**src/rtl/bps_pkg.sv**
```systemverilog
package bps_pkg;
  typedef enum logic {
    SRC_FETCH = 1'b0,
    SRC_DATA  = 1'b1
  } bus_src_e;

  localparam int unsigned NUM_CHAN = 2;
  localparam int unsigned CH_FETCH = 0;
  localparam int unsigned CH_DATA  = 1;
endpackage

```
**src/rtl/bps_port_regs.sv**
```systemverilog
module bps_port_regs #(
  parameter int unsigned SEL_W     = 8,
  parameter int unsigned PORT_W    = 8,
  parameter logic [SEL_W-1:0] FETCH_SEL = 'h1E,
  parameter logic [SEL_W-1:0] TXN_SEL   = 'h1F
) (
  input  logic              clk,
  input  logic              rst_n,
  input  logic              wr_en,
  input  logic [SEL_W-1:0]  wr_sel,
  input  logic [PORT_W-1:0] wr_data,
  input  logic [SEL_W-1:0]  rd_sel,
  output logic [PORT_W-1:0] rd_data,
  output logic [PORT_W-1:0] fetch_port,
  output logic [PORT_W-1:0] txn_port,
  output logic              wr_fetch,
  output logic              flush
);
  logic [PORT_W-1:0] fport_q, fport_d;
  logic [PORT_W-1:0] tport_q, tport_d;
  logic              flush_q, flush_d;
  logic              wr_txn;

  assign wr_fetch = wr_en && (wr_sel == FETCH_SEL);
  assign wr_txn   = wr_en && (wr_sel == TXN_SEL);

  always_comb begin
    fport_d = fport_q;
    tport_d = tport_q;
    if (wr_fetch) fport_d = wr_data;
    if (wr_txn)   tport_d = wr_data;
    flush_d = wr_fetch;
  end

  always_ff @(posedge clk or negedge rst_n) begin
    if (!rst_n) begin
      fport_q <= '0;
      tport_q <= '0;
      flush_q <= 1'b0;
    end else begin
      if (wr_fetch) fport_q <= fport_d;
      if (wr_txn)   tport_q <= tport_d;
      flush_q <= flush_d;
    end
  end

  always_comb begin
    if (rd_sel == FETCH_SEL)    rd_data = fport_q;
    else if (rd_sel == TXN_SEL) rd_data = tport_q;
    else                        rd_data = '0;
  end

  assign fetch_port = fport_q;
  assign txn_port   = tport_q;
  assign flush      = flush_q;

  // a flush pulse only follows a fetch-port write
  p_flush_after_write_r5 : assert property (@(posedge clk) disable iff (!rst_n)
    flush |-> $past(wr_fetch));

  // a move to an unrelated select leaves both registers alone
  p_foreign_sel_ignored_r11 : assert property (@(posedge clk) disable iff (!rst_n)
    (wr_en && wr_sel != FETCH_SEL && wr_sel != TXN_SEL)
      |=> ($stable(fport_q) && $stable(tport_q)));
endmodule

```
**src/rtl/bps_req_chan.sv**
```systemverilog
module bps_req_chan #(
  parameter int unsigned PORT_W = 8
) (
  input  logic              clk,
  input  logic              rst_n,
  input  logic              req,
  input  logic              gnt,
  input  logic              cancel,
  input  logic [PORT_W-1:0] cur_port,
  output logic [PORT_W-1:0] port_out
);
  logic              busy_q, busy_d;
  logic [PORT_W-1:0] held_q;
  logic              capture;

  assign busy_d  = req && !gnt && !cancel;
  assign capture = !busy_q;

  always_ff @(posedge clk or negedge rst_n) begin
    if (!rst_n) begin
      busy_q <= 1'b0;
      held_q <= '0;
    end else begin
      busy_q <= busy_d;
      if (capture) held_q <= cur_port;
    end
  end

  assign port_out = busy_q ? held_q : cur_port;

  // a waiting request presents the same port until it is taken
  p_wait_port_stable_r7 : assert property (@(posedge clk) disable iff (!rst_n)
    (req && !gnt && !cancel) |=> (!req || $stable(port_out)));
endmodule

```
**src/rtl/bps_arb.sv**
```systemverilog
module bps_arb
  import bps_pkg::*;
#(
  parameter int unsigned ADDR_W = 64,
  parameter int unsigned PORT_W = 8,
  parameter int unsigned DATA_W = 64
) (
  input  logic              clk,
  input  logic              rst_n,
  input  logic              f_ok,
  input  logic [ADDR_W-1:0] f_addr,
  input  logic [PORT_W-1:0] f_port,
  input  logic              d_req,
  input  logic              d_we,
  input  logic [ADDR_W-1:0] d_addr,
  input  logic [DATA_W-1:0] d_wdata,
  input  logic [PORT_W-1:0] d_port,
  input  logic              bus_ready,
  output logic              bus_valid,
  output logic [ADDR_W-1:0] bus_addr,
  output logic [PORT_W-1:0] bus_port,
  output logic              bus_we,
  output logic [DATA_W-1:0] bus_wdata,
  output logic              bus_is_data,
  output logic              f_gnt,
  output logic              d_gnt
);
  bus_src_e src;

  always_comb begin
    src       = d_req ? SRC_DATA : SRC_FETCH;
    bus_valid = d_req || f_ok;
    if (src == SRC_DATA) begin
      bus_addr  = d_addr;
      bus_port  = d_port;
      bus_we    = d_we;
      bus_wdata = d_wdata;
    end else begin
      bus_addr  = f_addr;
      bus_port  = f_port;
      bus_we    = 1'b0;
      bus_wdata = '0;
    end
    bus_is_data = (src == SRC_DATA);
    d_gnt       = d_req && bus_ready;
    f_gnt       = f_ok && !d_req && bus_ready;
  end

  // a collision always goes to the data side
  p_data_first_r6 : assert property (@(posedge clk) disable iff (!rst_n)
    (d_req && f_ok) |-> (!f_gnt && bus_is_data));

  // a fetch never carries the store flag
  p_fetch_no_store_r3 : assert property (@(posedge clk) disable iff (!rst_n)
    (bus_valid && !bus_is_data) |-> !bus_we);
endmodule

```
**src/rtl/bps_rsp_filter.sv**
```systemverilog
module bps_rsp_filter (
  input  logic clk,
  input  logic rst_n,
  input  logic f_gnt,
  input  logic wr_fetch,
  input  logic rsp_valid,
  input  logic rsp_is_data,
  output logic f_out,
  output logic ival,
  output logic dval
);
  logic f_out_q, f_out_d;
  logic stale_q, stale_d;
  logic rsp_f;

  assign rsp_f = rsp_valid && !rsp_is_data;

  always_comb begin
    f_out_d = f_gnt || (f_out_q && !rsp_f);
    if (wr_fetch)   stale_d = (f_out_q && !rsp_f) || f_gnt;
    else if (rsp_f) stale_d = 1'b0;
    else            stale_d = stale_q;
  end

  always_ff @(posedge clk or negedge rst_n) begin
    if (!rst_n) begin
      f_out_q <= 1'b0;
      stale_q <= 1'b0;
    end else begin
      f_out_q <= f_out_d;
      stale_q <= stale_d;
    end
  end

  assign f_out = f_out_q;
  assign ival  = rsp_f && !stale_q;
  assign dval  = rsp_valid && rsp_is_data;

  // no second fetch while one is in flight
  p_single_fetch_r8 : assert property (@(posedge clk) disable iff (!rst_n)
    f_out_q |-> !f_gnt);

  // a fetch from the old port is never handed to the core
  p_stale_dropped_r9 : assert property (@(posedge clk) disable iff (!rst_n)
    stale_q |-> !ival);
endmodule

```
**src/rtl/bus_port_sel.sv**
```systemverilog
module bus_port_sel
  import bps_pkg::*;
#(
  parameter int unsigned ADDR_W = 64,
  parameter int unsigned DATA_W = 64,
  parameter int unsigned PORT_W = 8,
  parameter int unsigned SEL_W  = 8,
  parameter logic [SEL_W-1:0] FETCH_SEL = 'h1E,
  parameter logic [SEL_W-1:0] TXN_SEL   = 'h1F
) (
  input  logic              clk,
  input  logic              rst_n,
  input  logic              mv_wr_en,
  input  logic [SEL_W-1:0]  mv_wr_sel,
  input  logic [PORT_W-1:0] mv_wr_data,
  input  logic [SEL_W-1:0]  mv_rd_sel,
  output logic [PORT_W-1:0] mv_rd_data,
  output logic              pc_flush,
  input  logic              f_req,
  input  logic [ADDR_W-1:0] f_addr,
  output logic              f_gnt,
  input  logic              d_req,
  input  logic              d_we,
  input  logic [ADDR_W-1:0] d_addr,
  input  logic [DATA_W-1:0] d_wdata,
  output logic              d_gnt,
  output logic              bus_valid,
  output logic [ADDR_W-1:0] bus_addr,
  output logic [PORT_W-1:0] bus_port,
  output logic              bus_we,
  output logic [DATA_W-1:0] bus_wdata,
  output logic              bus_is_data,
  input  logic              bus_ready,
  input  logic              rsp_valid,
  input  logic              rsp_is_data,
  input  logic [DATA_W-1:0] rsp_data,
  output logic              core_ivalid,
  output logic              core_dvalid,
  output logic [DATA_W-1:0] core_rdata
);
  logic [PORT_W-1:0] fetch_port, txn_port;
  logic              wr_fetch, flush, f_out, f_ok;
  logic [PORT_W-1:0] ch_cur  [NUM_CHAN];
  logic [PORT_W-1:0] ch_port [NUM_CHAN];
  logic              ch_req  [NUM_CHAN];
  logic              ch_gnt  [NUM_CHAN];
  logic              ch_can  [NUM_CHAN];

  bps_port_regs #(
    .SEL_W(SEL_W), .PORT_W(PORT_W), .FETCH_SEL(FETCH_SEL), .TXN_SEL(TXN_SEL)
  ) u_regs (
    .clk(clk), .rst_n(rst_n),
    .wr_en(mv_wr_en), .wr_sel(mv_wr_sel), .wr_data(mv_wr_data),
    .rd_sel(mv_rd_sel), .rd_data(mv_rd_data),
    .fetch_port(fetch_port), .txn_port(txn_port),
    .wr_fetch(wr_fetch), .flush(flush)
  );

  assign f_ok = f_req && !flush && !f_out;

  assign ch_cur[CH_FETCH] = fetch_port;
  assign ch_req[CH_FETCH] = f_req;
  assign ch_gnt[CH_FETCH] = f_gnt;
  assign ch_can[CH_FETCH] = flush;
  assign ch_cur[CH_DATA]  = txn_port;
  assign ch_req[CH_DATA]  = d_req;
  assign ch_gnt[CH_DATA]  = d_gnt;
  assign ch_can[CH_DATA]  = 1'b0;

  for (genvar c = 0; c < NUM_CHAN; c++) begin : g_chan
    bps_req_chan #(.PORT_W(PORT_W)) u_chan (
      .clk(clk), .rst_n(rst_n),
      .req(ch_req[c]), .gnt(ch_gnt[c]), .cancel(ch_can[c]),
      .cur_port(ch_cur[c]), .port_out(ch_port[c])
    );
  end

  bps_arb #(.ADDR_W(ADDR_W), .PORT_W(PORT_W), .DATA_W(DATA_W)) u_arb (
    .clk(clk), .rst_n(rst_n),
    .f_ok(f_ok), .f_addr(f_addr), .f_port(ch_port[CH_FETCH]),
    .d_req(d_req), .d_we(d_we), .d_addr(d_addr), .d_wdata(d_wdata),
    .d_port(ch_port[CH_DATA]), .bus_ready(bus_ready),
    .bus_valid(bus_valid), .bus_addr(bus_addr), .bus_port(bus_port),
    .bus_we(bus_we), .bus_wdata(bus_wdata), .bus_is_data(bus_is_data),
    .f_gnt(f_gnt), .d_gnt(d_gnt)
  );

  bps_rsp_filter u_rsp (
    .clk(clk), .rst_n(rst_n),
    .f_gnt(f_gnt), .wr_fetch(wr_fetch),
    .rsp_valid(rsp_valid), .rsp_is_data(rsp_is_data),
    .f_out(f_out), .ival(core_ivalid), .dval(core_dvalid)
  );

  assign core_rdata = rsp_data;
  assign pc_flush   = flush;

  // the restart cycle grants no fetch
  p_flush_blocks_fetch_r5 : assert property (@(posedge clk) disable iff (!rst_n)
    pc_flush |-> !f_gnt);
endmodule

```
**config.mk**
```make
export PLATFORM = sky130hd
export DESIGN_NAME = bus_port_sel
export DESIGN_NICKNAME = d
export VERILOG_FILES = /design/src/rtl/bps_pkg.sv /design/src/rtl/bps_port_regs.sv /design/src/rtl/bps_req_chan.sv /design/src/rtl/bps_arb.sv /design/src/rtl/bps_rsp_filter.sv /design/src/rtl/bus_port_sel.sv
export SDC_FILE = /design/constraint.sdc
export NUM_CORES = 1
export LEC_CHECK = 0
export BUFFER_PORTS_ARGS = -buffer_cell sky130_fd_sc_hd__clkbuf_2
export CORE_AREA = 4 4 192 194
export CTS_CLUSTER_SIZE = 25
export DETAILED_ROUTE_END_ITERATION = 8
export DIE_AREA = 0 0 196 198
export RECOVER_POWER = 100
export SYNTH_ARGS = -nofsm -noshare
export SYNTH_HDL_FRONTEND = slang
export SYNTH_HIERARCHICAL = 1
export SYNTH_SLANG_ARGS = --single-unit
```
**constraint.sdc**
```tcl
create_clock -name clk -period 1.2 [get_ports clk]
set_clock_uncertainty 0.2 [all_clocks]
set_input_delay 0.12 -clock clk [delete_from_list [all_inputs] [get_ports clk]]
set_output_delay 0.12 -clock clk [all_outputs]
set_load 0.01 [all_outputs]
```
# Word level (Yosys, flattened, before mapping)
# Index checks and enable logic that the tools add are counted.
[classes]
muxes = 11
reduce_logical = 25
eq_ne = 4
[ops]
columns = ["op", "n"]
rows = [
  ["2-to-1 mux 64 bit", 2],
  ["2-to-1 mux 8 bit", 5],
  ["equality test 8 x 5 -> 1 bit, second input constant", 4],
  ["logical AND 1 bit", 14],
  ["logical NOT 1 bit", 8],
  ["2-to-1 mux 1 bit", 4],
  ["logical OR 1 bit", 2],
  ["nonzero test 2 bit", 1],
]
[word_totals]
wordCells = 49
regBits = 37

# Logic depth before layout (Yosys ltp)
# Gate-level depths: netlist (run 1).
[logic_depth]
word_depth = 8
ltp_mapped = 4

# Cells and area by module
# Netlist (run 1), hierarchy kept.
[by_module_without_submodules]
columns = ["module", "area_per_inst_um2", "instances", "cells_per_inst", "seq_area_each_um2"]
rows = [
  ["bps_arb", 1549.0, 1, 157, 0.0],
  ["bps_port_regs", 842.1, 1, 58, 425.4],
  ["bps_req_chan", 364.1, 2, 19, 225.2],
  ["bus_port_sel", 496.7, 1, 66, 0.0],
  ["bps_rsp_filter", 93.8, 1, 8, 50.0],
]

# Worst setup path after synthesis (run 1)
# OpenSTA, ideal clock, no wires.
[synth_path]
path_type = "input -> register"
startpoint = "input mv_wr_sel[6]"
endpoint = "register u_rsp.stale_q"
n_path_buf = 0
arrival_ps = 1252
cell_stages = 4
t_required_ps = 879
setup_slack_ps = -373
path_cell_list = "nand4bb_4 > nor3_4 > mux2_1 > a22o_1"
[synth_via]
elab_chain_cells = 3
[synth_rtl]
columns = ["item", "line_no", "rtl"]
rows = [
  ["from (decl)", "bus_port_sel.sv:14", "input logic [SEL_W-1:0] mv_wr_sel,"],
  ["equality test 8 x 5 -> 1 bit (*)", "bps_port_regs.sv:24", "assign wr_fetch = wr_en && (wr_sel == FETCH_SEL);"],
  ["logical AND 1 bit (*)", "bps_port_regs.sv:24", ""],
  ["named net wr_fetch", "bus_port_sel.sv:42", "logic wr_fetch, flush, f_out, f_ok;"],
  ["2-to-1 mux 1 bit / nonzero test 2 bit (equally long branches)", "-", ""],
  ["to (signal assigned)", "bps_rsp_filter.sv:31", "stale_q <= stale_d;"],
  ["to (decl)", "bps_rsp_filter.sv:13", "logic stale_q, stale_d;"],
]
# Mark *: on every way through the listed nets, which the timed path passes. The rest lies on a longest branch.
# A chain may end at the register's enable or synchronous reset.

==> flow_summary_export.csv, run 1 <==
group,metric,value,unit
sta,drv_slew,0,
cts,tritoncts,"done",
place,place_congestion,0.745,
layout,final_cell_mix,"clkbuf_2 (336), mux2_4 (77), buf_6 (54), and2_1 (53), dfrtp_1 (37)",
sta,finalCritPeriodShare,1.55,
cts,clk_latency,280,ps
place,dp_hpwl,14.8,mm
layout,area_growth,82.1,%
sta,setup_viol,106,
grt,grt-ovfl-total,0,
min_path,hold-path-cell-count,3,
sta,finalSetupTns,-13650,ps
grt,antenna_found_initial,0,
yosys,ys_types,27,
power_and_ir_drop,vdd_drop_max,532,uV
setup_path,crit_fanout,8,
sta,setup_slack,-661,ps
yosys,synth_area,0.00371,sq mm
die,die-area,0.0388,sq mm
sta,tightest_slew,506,ps
yosys,synth_top_cell_area_share,0.259,
die,initial_core_util,0.105,
setup_path,r2r_cells,4,
drt,met3_length,2.81,mm
sta,fin_crit,1860,ps
drt,dr.pass1.iters,4,
power_and_ir_drop,pwr-share-seq,0.290,
place,post_dp_cell_area,0.00581,sq mm
status,violations,"setup timing",
job,cap_violations,0,
drt,drtIter0Drc,143,
drt,met2_length,8.34,mm
die,die_h,198,um
yosys,ys_warn_count,6,
cts,cts.sinks,37,
layout,final_common_cell,"clkbuf_2",
drt,vias,3878,
setup_path,rr_endpoint,"u_rsp/stale_q",
min_path,min_from,"rsp_valid",
cts,htree_num_levels,2,
drt,vias_per_cell,3.36,
power_and_ir_drop,p_sw,1310,uW
yosys,syn_area_per_cell,11.3,sq um
place,port_buffers,376,
setup_path,start_kind,"flop",
yosys,synth-seq-cells,37,
sta,slew_headroom,0.663,
yosys,syn-instance-count,327,
cts,cts_max_path_buffers,2,
cts,clkTransAtPathRegs,50,ps
setup_path,crit_type,"reg2out",
setup_path,cp.arrival,1540,ps
yosys,synth_area_leaders,"mux2_4 (26%), dfrtp_1 (25%), buf_4 (13%), mux2_2 (12%), and2_1 (11%)",
sta,hold_viol_final,0,
setup_path,r2r-start,"u_regs/flush",
layout,fillCellCount,3828,
yosys,synth_area_leader_cell,"mux2_4",
power_and_ir_drop,pwr-share-clk,0.293,
grt,first_global_vias,3720,
die,pin_count,505,
power_and_ir_drop,internal_power,3350,uW
yosys,synth_seq_area_share,0.250,
min_path,hold_class,"in2reg",
die,rows,69,
grt,grt_max_degree,40,
setup_path,crit_required,880,ps
drt,routed.top_layer,"met5",
power_and_ir_drop,p_comb_frac,0.418,
setup_path,r2r_slack,-150,ps
drt,wl_per_cell,16.2,um
layout,diodes,0,
power_and_ir_drop,swShare,0.282,
drt,wl_met1,7.32,mm
drt,drc,0,
cts,cts_buffers,5,
cts,root_buffer,"clkbuf_16",
status,outcome,"finished, violations left",
die,core_area,0.0352,sq mm
power_and_ir_drop,p_leak,0.00365,uW
setup_path,endpoint_kind,"primary output",
sta,rsz0062_at_grt,"true",
die,die-width,196,um
drt,ant_nets,0,
layout,final_layout_size_suffix_gt1_frac,0.804,
drt,wirelength,18.7,mm
grt,grt_pass1_wl,23.2,mm
yosys,synth_fp_nets,616,
sta,fmax,537,MHz
layout,nets,981,
layout,final_area,0.00676,sq mm
min_path,whs_endpoint,"u_rsp/stale_q",
grt,track_usage,0.0787,
power_and_ir_drop,power_density,690,mW/mm^2
logic make-up after synthesis:
logic type | after synthesis | synth area share
DFF | 37 | 0.250
other | 1 | 0.00101
AOI/OAI and AO/OA | 2 | 0.00439
buffers and inverters | 86 | 0.184
and+or+nand+nor | 88 | 0.156
muxes | 113 | 0.405
per-stage QoR:
step                hold slack, ps  total power, uW  worst slack, ps  std cells  utilization
CTS                          -3.96             4580             -684       1141        0.184
detailed placement           -96.5             3020             -440       1111        0.165
finish                        4.81             4660             -661       1154        0.192
floorplan                     -376             2390             -361        327            -
global placement             -95.9             3000             -429       1111        0.165
global route                  35.3             4900             -709       1154        0.192
power by group through the flow:
stage / sequential (uW) / combinational [uW] / clock [uW]
after global routing: 1360 / 2080 / 1460
after floorplan: 1360 / 1030 / 0
after detailed placement: 1370 / 1650 / 0
after global placement: 1370 / 1630 / 0
after CTS: 1350 / 1840 / 1390
final: 1350 / 1950 / 1360
critical path, cell delays in order (launching register included):
cell and delay, ps:
dfrtp_1 390, buf_12 150, mux2_4 300, mux2_4 290, buf_6 120
metal layers:
metal  vias up  track usage
met3        15       0.0476
met1      1798       0.0992
met4         2       0.0122
li1       1761            -
met2       302        0.117
met5         -      0.00741
what timing repair did:
| item | in CTS | in global routing |
|---|---|---|
| gates cloned | 6 | 5 |
| hold buffers | 11 | 0 |
| endpoints found under the hold margin | 56 | 0 |
| gates resized for setup | 46 | 99 |
| pin swaps | 10 | 10 |
| endpoints found under the setup margin | 155 | 87 |
| buffers inserted | 11 | 14 |
cell usage after synthesis (all sizes together):
cell type and number:
and2 67, nand2b 1, a21o 1, or2 1, or3 1, clkbuf 2, mux2i 8, conb 1
nor3b 3, dfrtp 37, mux2 105, nor4bb 1, nor3 1, nand4bb 1, buf 83, a22o 1
nand4b 2, and3b 1, nor2 9, inv 1
sequential cells by signal, summed over array words and instances (netlist names):
register,cells
g_chan.u_chan/busy_q,2
g_chan.u_chan/held_q,16
u_regs/fetch_port,8
u_regs/flush,1
u_regs/txn_port,8
u_rsp/f_out,1
u_rsp/stale_q,1
how the worst max path moves through the flow:
| stage | startpoint | to | slack, ps | cells past startpoint |
|---|---|---|---|---|
| 5_1_grt | g_chan[0].u_chan/busy_q | bus_port[4] | -710 | 4 |
| 3_3_place_gp | mv_wr_sel[7] | u_regs/txn_port[7] | -430 | 5 |
| 2_1_floorplan | mv_wr_sel[7] | u_rsp/stale_q | -360 | 4 |
| 4_1_cts | g_chan[0].u_chan/busy_q | bus_port[4] | -680 | 4 |
| 3_5_place_dp | mv_wr_sel[7] | u_regs/fetch_port[6] | -440 | 5 |
| 6_report | g_chan[0].u_chan/busy_q | bus_port[3] | -660 | 4 |
cell type report:
class | instances | area (sq um) | area share
Sequential cell | 37 | 926 | 0.137
Multi-Input combinational cell | 204 | 2200 | 0.326
Clock buffer | 7 | 153 | 0.0226
Timing Repair Buffer | 443 | 2890 | 0.428
Clock inverter | 1 | 5.00 | 0.000741
Tap cell | 461 | 577 | 0.0854
Inverter | 1 | 3.75 | 0.000556
Power figures use the tool's default switching activity.
==> run 2, diff against run 1 <==
- SYNTH_HIERARCHICAL: 1 -> unset
- clock period: 1.2 -> 1.86 ns (I/O delays scaled with it)
==> run 2 against run 1 <==
  * The flow now finishes without violations
  * Largest cell class unchanged
  * Clock-buffer cell count stayed put
  * Sequential cell count stayed put
  * Worst setup slack better by 720 ps
==> flow_summary_export.csv, run 2 <==
group,metric,value,unit
status,outcome,"finished, final reports clean",
layout,final_common_cell,"clkbuf_2",
setup_path,crit_fanout,8,
sta,setup_viol,0,
yosys,synth_fp_nets,635,
setup_path,cp.arrival,1420,ps
drt,dr.pass1.iters,4,
layout,area_growth,62.5,%
yosys,synth_area_leaders,"mux2_2 (29%), dfrtp_1 (27%), buf_4 (14%), and2_1 (12%), nor2_1 (3.9%)",
layout,fillCellCount,4066,
cts,cts.sinks,37,
cts,root_buffer,"clkbuf_16",
yosys,syn-instance-count,346,
yosys,synth-seq-cells,37,
drt,drc,0,
setup_path,slowest_stage,"dfrtp_2",
cts,clkTransAtPathRegs,50,ps
place,place_congestion,0.866,
power_and_ir_drop,p_leak,0.00274,uW
setup_path,endpoint_kind,"primary output",
die,initial_core_util,0.0963,
grt,grt_max_degree,45,
yosys,synth_edf_count,0,
die,rows,69,
yosys,synth_seq_area_share,0.273,
setup_path,start_kind,"flop",
min_path,hold-path-cell-count,0,
power_and_ir_drop,power_density,489,mW/mm^2
drt,wl_per_cell,17.4,um
yosys,async_flop_share,1.00,
setup_path,cp_common_cell,"nor2_1",
sta,fmax,554,MHz
layout,nets,957,
die,die_h,198,um
sta,whs,172,ps
die,pin_count,505,
setup_path,crit_type,"reg2out",
yosys,ys_types,23,
cts,htree_num_levels,2,
sta,slew_headroom,0.399,
layout,fin_util,0.157,
sta,drv_slew,0,
sta,fin_crit,1800,ps
layout,top_register,"g_chan.u_chan.held_q",
grt,antenna_found_initial,3,
place,dp_hpwl,17.8,mm
drt,vias,3715,
layout,final_layout_size_suffix_gt1_frac,0.578,
yosys,ys_warn_count,0,
cts,tritoncts,"done",
sta,rsz0062_at_grt,"true",
sta,finalCritPeriodShare,0.970,
cts,cts_max_path_buffers,2,
sta,tightest_slew,902,ps
power_and_ir_drop,vdd_drop_max,564,uV
cts,cts_buffers,5,
yosys,syn_area_per_cell,9.81,sq um
drt,ant_nets,0,
grt,grt-ovfl-total,0,
min_path,hold_class,"in2out",
setup_path,crit_required,1470,ps
yosys,ys.flop_type,"dfrtp_1",
setup_path,critical-path-max-stage-delay,470,ps
setup_path,crit_chain,"mux2_2 -> nor2_1 -> nor2_1 -> clkbuf_2",
cts,cts_setup_buffers,0,
die,core_area,0.0352,sq mm
grt,grt_pass1_wl,26.7,mm
layout,largest_reg_flops,16,
yosys,synth_area_leader_cell,"mux2_2",
place,port_buffers,376,
yosys,synth_top_cell_area_share,0.292,
yosys,synth_area,0.00339,sq mm
die,die-width,196,um
sta,hold_viol_final,0,
drt,vias_per_cell,3.28,
grt,track_usage,0.0937,
power_and_ir_drop,total_power,2690,uW
layout,final_cell_mix,"clkbuf_2 (275), clkbuf_1 (103), mux2_2 (84), and2_1 (43), dfrtp_1 (36)",
cts,clk_latency,270,ps
sta,finalSetupTns,0,ps
setup_path,r2r_slack,590,ps
yosys,synth_common_cells,"mux2_2 (88), and2_1 (67), buf_4 (65)",
job,cap_violations,0,
layout,fin_cells,1133,
drt,drtIter0Drc,111,
setup_path,r2r_cells,3,
grt,first_global_vias,3903,
place,dpl.cell_count,1111,
yosys,yosysMostFrequentCell,"mux2_2",
die,die-area,0.0388,sq mm
drt,wirelength,19.7,mm
## run 2: cell count changes after synthesis, moves of 2 or more
cell	before	now
buf_12	4	0
mux2_2	40	88
mux2_4	64	8
inv_1	1	3
nor2_1	9	35
buf_6	5	1
clkbuf_1	1	12
## run 2: final timing paths
| path | start | endpoint |
|---|---|---|
| min in group asynchronous | rst_n | g_chan[0].u_chan.held_q[3] |
| worst min-delay path | rsp_data[14] | core_rdata[14] |
| worst max register to register | u_regs.flush | u_rsp.stale_q |
| worst min register to register | g_chan[1].u_chan.held_q[6] | g_chan[1].u_chan.held_q[6] |
| max in group asynchronous | rst_n | g_chan[1].u_chan.busy_q |
| worst max-delay path | g_chan[1].u_chan.busy_q | bus_port[3] |
## run 2: cells by family after synthesis
logic type,synth area share
AOI/OAI and AO/OA,0.00258
buffers and inverters,0.176
DFF,0.273
muxes,0.354
and+or+nand+nor,0.195
## run 2: layout make-up
| cell class | instances | area (sq um) | share of cell area |
|---|---|---|---|
| repair buffers | 401 | 1990 | 0.362 |
| multi-input cells | 220 | 1840 | 0.334 |
| flip-flops and latches | 37 | 927 | 0.168 |
| well taps | 461 | 577 | 0.105 |
| clock buffers | 7 | 153 | 0.0277 |
| inverters | 3 | 11.3 | 0.00204 |
| diodes | 3 | 7.51 | 0.00136 |
| clock inverters | 1 | 5.00 | 0.000907 |
## run 2: routing by layer
layer  global-route usage  part of all wire  routed length [um]
met5               0.0259            0.0074                 146
met4               0.0160            0.0089                 176
met3               0.0483              0.12                2280
met2                0.148              0.46                9170
met1                0.115              0.40                7960
## run 2: timing repair
action                     4_1_cts  5_1_grt
setup endpoints to repair        8        6
gates resized for setup          1        7
hold endpoints to repair        55        0
hold buffers                    11        0
## run 2: power breakdown
part           switching (uW)  internal, uW
Combinational             476           482
Sequential               25.3           847
Clock                     297           566
## run 2: through the flow
step | worst slack, ps | cell area [sq um]
floorplan | 326 | 3390
global placement | 88.9 | 5410
detailed placement | 73.8 | 5410
CTS | 14.5 | 5680
global route | -2.73 | 5520
finish | 56.0 | 5520
## run 2: worst max-delay path, delay by kind of cell, from the launching register on
kind          cells  cell delay, ps
simple gates      2             170
flops             1             470
buf+inv           1             130
mux               1             370
==> run 3, diff against run 2 <==
- ABC_AREA: unset -> 1
- CORE_AREA: 4 4 192 194 -> 4 4 193 195
- DIE_AREA: 0 0 196 198 -> 0 0 197 199
- clock period: 1.86 -> 2.3 ns (I/O delays scaled with it)
==> run 3 against run 2 <==
  * Synthesized area grew 11%
  * Utilization is essentially flat
  * Global-route usage shrank 0.96 points
  * Critical endpoint is now bus_port[6]
  * Sequential cell count is the same
  * Non-clock buffer count shrank 18
  * Routed wire length shrank 4.2%
  * Sequential share of layout area shrank 0.14 points
  * Largest cell class unchanged
  * Hold slack lost 160 ps
==> flow_summary_export.csv, run 3 <==
group,metric,value,unit
setup_path,cp.arrival,1650,ps
cts,cts.sinks,37,
layout,fillCellCount,4157,
sta,fin_crit,2080,ps
sta,drv_slew,0,
layout,top_register,"g_chan.u_chan.held_q",
setup_path,crit_type,"reg2out",
power_and_ir_drop,power_density,392,mW/mm^2
sta,slew_headroom,0.366,
yosys,syn_area_per_cell,5.78,sq um
job,cap_violations,0,
sta,whs,11.7,ps
layout,ff_latch_area,926,sq um
layout,area_growth,47.6,%
yosys,ys.flop_type,"dfrtp_1",
grt,grt_pass1_wl,25.6,mm
yosys,yosysMostFrequentCell,"nand2_1",
yosys,syn-instance-count,651,
layout,final_common_cell,"nand2_1",
die,rows,69,
power_and_ir_drop,p_sw,758,uW
min_path,hold_class,"in2reg",
die,die-area,0.0392,sq mm
setup_path,start_kind,"flop",
status,outcome,"finished, final reports clean",
die,pin_count,505,
cts,clk_latency,280,ps
sta,tightest_slew,952,ps
place,place_congestion,0.932,
yosys,synth_top_cell_area_share,0.330,
yosys,synth_edf_count,0,
power_and_ir_drop,vdd_drop_max,225,uV
grt,grt-ovfl-total,0,
yosys,synth_area_leaders,"nand2_1 (33%), dfrtp_1 (25%), buf_4 (13%), inv_1 (10%), buf_2 (2.9%)",
drt,dr.pass1.iters,5,
drt,drc,0,
yosys,synth_area,0.00376,sq mm
power_and_ir_drop,p_leak,0.00347,uW
drt,ant_nets,0,
sta,finalSetupTns,0,ps
grt,antenna_found_initial,4,
sta,setup_viol,0,
sta,hold_viol_final,0,
yosys,synth-seq-cells,37,
power_and_ir_drop,pwr-share-seq,0.332,
layout,largest_reg_flops,16,
sta,fmax,480,MHz
power_and_ir_drop,swShare,0.348,
die,die-width,197,um
grt,track_usage,0.0842,
sta,rsz0062_at_grt,"false",
cts,htree_num_levels,2,
yosys,synth_area_leader_cell,"nand2_1",
die,die_h,199,um
cts,clkTransAtPathRegs,60,ps
drt,vias,5026,
layout,final_cell_mix,"nand2_1 (331), clkbuf_2 (226), clkbuf_1 (150), inv_1 (101), dfrtp_1 (37)",
sta,finalCritPeriodShare,0.906,
cts,cts_setup_buffers,0,
setup_path,crit_required,1870,ps
die,core_area,0.0354,sq mm
die,initial_core_util,0.106,
layout,multi_input_area,0.00174,sq mm
yosys,ys_warn_count,0,
yosys,ys_types,23,
cts,tritoncts,"done",
drt,vias_per_cell,3.56,
cts,cts_max_path_buffers,2,
layout,nets,1238,
layout,diodes,0,
setup_path,endpoint_kind,"primary output",
power_and_ir_drop,pwr-share-clk,0.323,
drt,drtIter0Drc,240,
place,dp_hpwl,16.5,mm
cts,root_buffer,"clkbuf_16",
yosys,synth_seq_area_share,0.246,
power_and_ir_drop,internal_power,1420,uW
setup_path,crit_fanout,16,
drt,wirelength,18.9,mm
grt,grt_max_degree,73,
yosys,async_flop_share,1.00,
drt,wl_per_cell,13.4,um
cts,cts_buffers,5,
power_and_ir_drop,p_comb_frac,0.345,
grt,first_global_vias,4605,
yosys,synth_fp_nets,940,
layout,final_layout_size_suffix_gt1_frac,0.269,
yosys,synth_common_cells,"nand2_1 (331), inv_1 (100), buf_4 (65)",
place,port_buffers,376,
run 3: changes by cell type in the layout (fill, tap and decap cells not counted), moves of 16 or more:
| cell | before | now |
|---|---|---|
| and2_0 | 24 | 0 |
| and2_1 | 43 | 0 |
| clkbuf_1 | 103 | 150 |
| clkbuf_2 | 275 | 226 |
| inv_1 | 3 | 101 |
| mux2_2 | 84 | 0 |
| nand2_1 | 1 | 331 |
| nand3_1 | 1 | 20 |
| nand4_1 | 0 | 16 |
| nor2_1 | 33 | 9 |
| o21ai_0 | 0 | 16 |
run 3: area by class of cell:
class / count / share of cell area
well taps: 461 / 0.104
inverters: 105 / 0.0710
flip-flops and latches: 37 / 0.167
repair buffers: 383 / 0.318
clock buffers: 6 / 0.0250
clock inverters: 2 / 0.00248
multi-input cells: 417 / 0.313
run 3: worst max-delay path, cell delays in order (launching register included):
cell	delay [ps]
dfrtp_1	580
o21ai_0	380
nand2_1	90
o21ai_1	90
clkbuf_1	230
run 3: worst paths after layout:
check,startpoint,to,slack [ps],depth (start not counted)
worst max register to register,g_chan[1].u_chan.busy_q,g_chan[1].u_chan.held_q[2],960,1
max in group asynchronous,rst_n,g_chan[1].u_chan.held_q[6],790,3
min in group asynchronous,rst_n,g_chan[0].u_chan.held_q[1],530,3
worst min register to register,u_regs.flush,g_chan[0].u_chan.busy_q,280,1
worst min-delay path,mv_wr_data[2],u_regs.txn_port[2],10,3
worst max-delay path,g_chan[1].u_chan.busy_q,bus_port[6],220,4
run 3: per-layer routing:
metal	global-route usage	wire (um)	vias to the layer above
li1	-	-	2448
met1	0.0901	6570	2194
met2	0.147	9140	348
met3	0.0390	2630	28
met4	0.0277	518	8
met5	0	55	-
run 3: repair_timing:
item                      4_1_cts  5_1_grt
hold endpoints to repair       39        0
resized for setup               0        0
hold buffers                    3        0
run 3: cells by family (layout without fill, tap and decap cells):
kind of cell,count (synthesis),count (layout),synth area share
AOI/OAI and AO/OA,25,25,0.0359
buffers and inverters,197,496,0.275
DFF,37,37,0.246
and+or+nand+nor,392,392,0.443
run 3: power groups by stage:
stage	logic (uW)	clock network (uW)	registers, uW
finish	751	702	723
global route	843	756	726
CTS	815	719	723
detailed placement	807	0	735
global placement	798	0	734
floorplan	486	0	716
run 3: stage by stage:
| stage | util | instance area, sq um | worst slack, ps | std cells | power (uW) |
|---|---|---|---|---|---|
| global route | 0.157 | 5550 | 67.6 | 1411 | 2320 |
| detailed placement | 0.159 | 5630 | 342 | 1400 | 1540 |
| floorplan | - | 3760 | 950 | 651 | 1200 |
| global placement | 0.159 | 5630 | 372 | 1400 | 1530 |
| CTS | 0.164 | 5810 | 227 | 1411 | 2260 |
| finish | 0.157 | 5550 | 216 | 1411 | 2180 |
